--- config.mk ---
export PLATFORM = sky130hd
export DESIGN_NAME = irt_top
export DESIGN_NICKNAME = d
export VERILOG_FILES = /design/src/rtl/irt_pkg.sv /design/src/rtl/irt_ctrl.sv /design/src/rtl/irt_dp.sv /design/src/rtl/irt_top.sv
export SDC_FILE = /design/constraint.sdc
export NUM_CORES = 1
export LEC_CHECK = 0
export CORE_MARGIN = 2
export CORE_UTILIZATION = 35
export CTS_BUF_LIST = sky130_fd_sc_hd__clkbuf_8
export CTS_CLUSTER_SIZE = 25
export DETAILED_ROUTE_END_ITERATION = 16
export PLACE_DENSITY = 0.48
export SKIP_LAST_GASP = 1
export SLEW_MARGIN = 20
export SYNTH_ARGS = -nofsm -noshare
export SYNTH_HDL_FRONTEND = slang
export SYNTH_HIERARCHICAL = 1
export SYNTH_SLANG_ARGS = --single-unit
--- constraint.sdc ---
create_clock -name clk -period 4.9 [get_ports clk]
set_input_delay 0.98 -clock clk [delete_from_list [all_inputs] [get_ports clk]]
set_output_delay 0.98 -clock clk [all_outputs]
set_load 0.01 [all_outputs]
--- src/rtl/irt_pkg.sv ---
package irt_pkg;
  localparam logic [7:0] IDX_ID   = 8'h00;
  localparam logic [7:0] IDX_VER  = 8'h01;
  localparam logic [7:0] IDX_TBL  = 8'h10;
  localparam logic [7:0] VER_CODE = 8'h20;

  typedef struct packed {
    logic        tblWr;
    logic        tblHi;
    logic [7:0]  entry;
    logic [31:0] wdata;
  } tblStrobe_t;
endpackage

--- src/rtl/irt_ctrl.sv ---
module irt_ctrl
  import irt_pkg::*;
#(
  parameter int NUM_LINES = 24,
  parameter int ADDR_W    = 5
) (
  input  logic              clk,
  input  logic              rstN,
  input  logic              busWr,
  input  logic [ADDR_W-1:0] busAddr,
  input  logic [31:0]       busWdata,
  input  logic [31:0]       tblWord,
  output logic [31:0]       busRdata,
  output tblStrobe_t        stb
);
  localparam logic [8:0] TBL_END = 9'(int'(IDX_TBL) + 2 * NUM_LINES);
  localparam logic [7:0] MAX_IDX = 8'(NUM_LINES - 1);

  logic [7:0] selReg;
  logic [7:0] idReg;
  logic       isSel, isWin, inTbl;
  logic [7:0] offs;
  logic [31:0] winData;

  assign isSel = (busAddr == ADDR_W'(0));
  assign isWin = (busAddr == ADDR_W'(16));

  always_comb begin
    inTbl = (selReg >= IDX_TBL) && ({1'b0, selReg} < TBL_END);
    offs  = selReg - IDX_TBL;
    stb.tblWr = busWr && isWin && inTbl;
    stb.tblHi = offs[0];
    stb.entry = inTbl ? {1'b0, offs[7:1]} : 8'd0;
    stb.wdata = busWdata;
  end

  always_ff @(posedge clk or negedge rstN) begin
    if (!rstN) begin
      selReg <= 8'd0;
      idReg  <= 8'd0;
    end else begin
      if (busWr && isSel) selReg <= busWdata[7:0];
      if (busWr && isWin && selReg == IDX_ID) idReg <= busWdata[31:24];
    end
  end

  always_comb begin
    if (selReg == IDX_ID)       winData = {idReg, 24'd0};
    else if (selReg == IDX_VER) winData = {8'd0, MAX_IDX, 8'd0, VER_CODE};
    else if (inTbl)             winData = tblWord;
    else                        winData = 32'd0;
  end

  assign busRdata = isSel ? {24'd0, selReg} : (isWin ? winData : 32'd0);
endmodule

--- src/rtl/irt_dp.sv ---
module irt_dp
  import irt_pkg::*;
#(
  parameter int NUM_LINES = 24
) (
  input  logic                 clk,
  input  logic                 rstN,
  input  tblStrobe_t           stb,
  input  logic [NUM_LINES-1:0] irqIn,
  output logic [31:0]          tblWord,
  output logic                 msgValid,
  output logic [7:0]           msgVector,
  output logic [7:0]           msgDest
);
  localparam int IDX_W = (NUM_LINES > 1) ? $clog2(NUM_LINES) : 1;

  logic [7:0] vecTbl  [NUM_LINES];
  logic [7:0] destTbl [NUM_LINES];
  logic [NUM_LINES-1:0] levelVec, maskVec, maskPrev, irqPrev;
  logic [NUM_LINES-1:0] pending, trig, eligible, grantVec;
  logic [IDX_W-1:0] selIdx, grantIdx;

  assign selIdx = stb.entry[IDX_W-1:0];

  always_ff @(posedge clk or negedge rstN) begin
    if (!rstN) begin
      for (int i = 0; i < NUM_LINES; i++) begin
        vecTbl[i]  <= 8'd0;
        destTbl[i] <= 8'd0;
      end
      levelVec <= '0;
      maskVec  <= '1;
    end else if (stb.tblWr) begin
      for (int i = 0; i < NUM_LINES; i++) begin
        if (selIdx == IDX_W'(i)) begin
          if (stb.tblHi) begin
            destTbl[i] <= stb.wdata[31:24];
          end else begin
            vecTbl[i]   <= stb.wdata[7:0];
            levelVec[i] <= stb.wdata[15];
            maskVec[i]  <= stb.wdata[16];
          end
        end
      end
    end
  end

  always_comb begin
    trig = ~maskVec & ((irqIn & ~irqPrev) | (levelVec & irqIn & maskPrev));
    eligible = pending & ~maskVec;
    grantVec = eligible & ~(eligible - 1'b1);
    grantIdx = '0;
    for (int i = NUM_LINES - 1; i >= 0; i--) begin
      if (eligible[i]) grantIdx = IDX_W'(i);
    end
  end

  always_ff @(posedge clk or negedge rstN) begin
    if (!rstN) begin
      irqPrev  <= '0;
      maskPrev <= '1;
      pending  <= '0;
    end else begin
      irqPrev  <= irqIn;
      maskPrev <= maskVec;
      pending  <= ((pending & ~grantVec) | trig) & ~maskVec;
    end
  end

  assign msgValid  = |eligible;
  assign msgVector = vecTbl[grantIdx];
  assign msgDest   = destTbl[grantIdx];

  assign tblWord = stb.tblHi ? {destTbl[selIdx], 24'd0}
                             : {15'd0, maskVec[selIdx], levelVec[selIdx], 7'd0, vecTbl[selIdx]};
endmodule

--- src/rtl/irt_top.sv ---
module irt_top
  import irt_pkg::*;
#(
  parameter int NUM_LINES = 24,
  parameter int ADDR_W    = 5
) (
  input  logic                 clk,
  input  logic                 rstN,
  input  logic                 busWr,
  input  logic [ADDR_W-1:0]    busAddr,
  input  logic [31:0]          busWdata,
  output logic [31:0]          busRdata,
  input  logic [NUM_LINES-1:0] irqIn,
  output logic                 msgValid,
  output logic [7:0]           msgVector,
  output logic [7:0]           msgDest
);
  tblStrobe_t  stb;
  logic [31:0] tblWord;

  irt_ctrl #(.NUM_LINES(NUM_LINES), .ADDR_W(ADDR_W)) u_ctrl (
    .clk(clk), .rstN(rstN), .busWr(busWr), .busAddr(busAddr),
    .busWdata(busWdata), .tblWord(tblWord), .busRdata(busRdata), .stb(stb)
  );

  irt_dp #(.NUM_LINES(NUM_LINES)) u_dp (
    .clk(clk), .rstN(rstN), .stb(stb), .irqIn(irqIn), .tblWord(tblWord),
    .msgValid(msgValid), .msgVector(msgVector), .msgDest(msgDest)
  );
endmodule

==> results.md <==
- Critical R2R Launch: u_ctrl/selReg[5]
- DR WL met2: 43,000 um
- Clock power share: 0.390
- Top Metal Used: met4
- Critical Path, Cell by Cell: nand2b_4, a21oi_2, a2111oi_4, o211ai_4, buf_6, buf_12, a21o_4, nand2_2, a21oi_2, nor4_4, buf_4, nand3_1, buf_4, buf_2
- Initial DRC count: 1,701
- Worst setup SP type: flop
- Clk_lat worst skew: 0.69 ns
- Initial antenna violation count: 1
- Critical path buffer and inverter count: 5
- FF-to-FF setup slack: 1.22 ns
- Critical Path AT: 3.95 ns
- DIE WIDTH: 283 um
- Share of cells above drive strength 1: 0.410
- Power per Cell Area: 317 nW/um^2
- GRT Util Overall: 0.234
- Die area: 80,200 um^2
- Rows: 102
- Slew Limit Fails: 0
- H-tree Lvls: 3
- Post-route insts no fill: 3,593
- P_sw: 3.12 mW
- CTS tree: done
- CP Capture Type: output pin
- Fmax: 203 MHz
- Starting Density: 0.353
- Wire length of the first global-routing pass: 140,000 um
- Final hold violations: 0
- Port buffer count: 87
- Critical-path top delay cell: a2111oi_4
- Setup TNS after final layout: -0.0292 ns
- Placed Cells incl. Taps: 3,348
- CP Class: flop to output pin
- Final setup viols: 1
- Reg2reg end: u_dp/levelVec[19]
- Area growth syn-to-layout: 21.5%
- Core Region: 77,300 um^2
- Worst-case clock buffer depth: 3
- CTS Root Cell: clkbuf_8
- Number of detailed-routing iterations run before antenna repair: 7
- Total gr overflow: 0
- Max incr delay on CP: 0.54 ns
- Reg clk slew, reported paths: 0.06 ns
- CP endpoint: msgVector[2]
- Origin of the worst setup path: u_dp/maskVec[19]
- Detailed Route WL: 94,300 um
- Syn Area/Cell: 12.1 um^2
- Cell Int Power: 7.37 mW
- Post-Place Cell Area: 29,900 um^2
- Dpl hpwl: 59,200 um
- Vias in the first global route: 20,700
- Cell area after synthesis: 27,300 um^2
- CTS Sinks: 520
- Worst path top cell family by delay: compound AO/OA/AOI/OAI gates
- CTS buffer count: 92
- DRC Markers: 0
- R2R cell count: 12
- Period minus WS final: 4.93 ns
- Slew @ Worst Pin: 1.09 ns
- Via density: 5.54
- IO Count: 113
- Combinational Power Share: 0.190
- Synth Instances: 2,257
- PnR worst setup slack: -0.0292 ns
- Slew HR: 0.272
- Crit-path max FO: 7
- Wl on met1: 42,200 um
- Largest net degree at the start of global routing: 110
- RSZ-0062 raised after global routing: true
- Die Ht: 283 um
- Hold buffer count at CTS: 0
- Crit share post-route: 1.01
- Pwr Total: 10.5 mW
- Switching Share: 0.297
- Number of max-cap violations: 0
- Failing checks: setup timing
- Syn. warnings: 6
- CP required: 3.92 ns
- Register share of total power: 0.421
- Final Instance Area: 33,100 um^2
- Clk_skew: 0.0265 ns
- Pleak: 14.8 nW
- Routability cong.: 0.851
- Metal3 WL: 6260 um
- Place WS: -0.154 ns
- Status: complete, but fails checks
- Routed len/inst: 26.2 um
- Via count: 19,900
- Min-delay worst type: flop to flop
- Max rail drop VDD: 0.000201 V
- Net count, final: 2,552
- DRT antenna net count: 0
- Worst path depth: 14
-- layer usage --
metal	up-vias	track usage
met3	172	0.0437
li1	8653	-
met5	-	0
met1	10400	0.330
met4	0	0.0804
met2	708	0.362
-- metrics by stage --
stage | utilization | hold WS [ns]
finish | 0.428 | 0.392
global route | 0.428 | 0.400
CTS | 0.427 | 0.386
detailed placement | 0.386 | 0.384
global placement | 0.386 | 0.382
floorplan | - | 0.368
-- timing repair --
action | in CTS | in global routing
pin swaps | 44 | 32
gates resized for setup | 199 | 40
setup buffers | 60 | 9
gates cloned | 14 | 1
setup endpoints to repair | 34 | 34
-- how the worst min path moves through the flow --
stage                     cells past startpoint                 to              from  slack (ns)
after floorplan                               0  u_dp/maskPrev[19]  u_dp/maskVec[19]        0.37
after global placement                        0   u_dp/maskPrev[1]   u_dp/maskVec[1]        0.38
after detailed placement                      0   u_dp/maskPrev[1]   u_dp/maskVec[1]        0.38
after CTS                                     1   u_dp/vecTbl[100]              rstN        0.39
after global routing                          0  u_dp/maskPrev[13]  u_dp/maskVec[13]        0.40
final                                         0  u_dp/maskPrev[16]  u_dp/maskVec[16]        0.39
-- final cells by class --
| type | count | area (um^2) |
|---|---|---|
| tap | 1040 | 1300 |
| antenna | 1 | 2.50 |
| fill | 7251 | 44200 |
| clock buffer | 118 | 1620 |
| inverter | 5 | 18.8 |
| clock inverter | 43 | 218 |
| sequential | 520 | 13100 |
| timing repair buffer | 290 | 3110 |
| multi-input combinational | 1576 | 13800 |
-- registers in the layout, summed over array words and instances (netlist names) --
name,count
u_dp/maskVec,24
u_dp/pending,24
u_ctrl/selReg,8
u_dp/destTbl,192
u_dp/irqPrev,24
u_dp/vecTbl,192
u_dp/maskPrev,24
u_ctrl/idReg,8
u_dp/levelVec,24
-- power by group through the flow --
stage | Clock (mW) | Combinational [mW] | Sequential [mW]
4_1_cts | 4.20 | 1.95 | 4.41
5_1_grt | 4.41 | 2.09 | 4.42
6_report | 4.09 | 1.99 | 4.41
2_1_floorplan | 0 | 0.842 | 4.47
3_3_place_gp | 0 | 1.56 | 4.48
3_5_place_dp | 0 | 1.56 | 4.48
-- layout by cell type, fill, tap and decap left out, types with 28 or more instances in the layout --
master           instances
dfrtp_1                472
mux2_2                 392
nand2_1                391
buf_4                  137
mux4_2                 133
clkbuf_8               118
nand3_1                117
nor2_1                  59
mux2_1                  59
mux2i_1                 56
dfstp_2                 48
clkdlybuf4s50_1         47
a21oi_1                 43
buf_12                  36
inv_1                   33
a31oi_1                 30
nand4_1                 28
No activity file was read; power rests on OpenSTA's default activity.
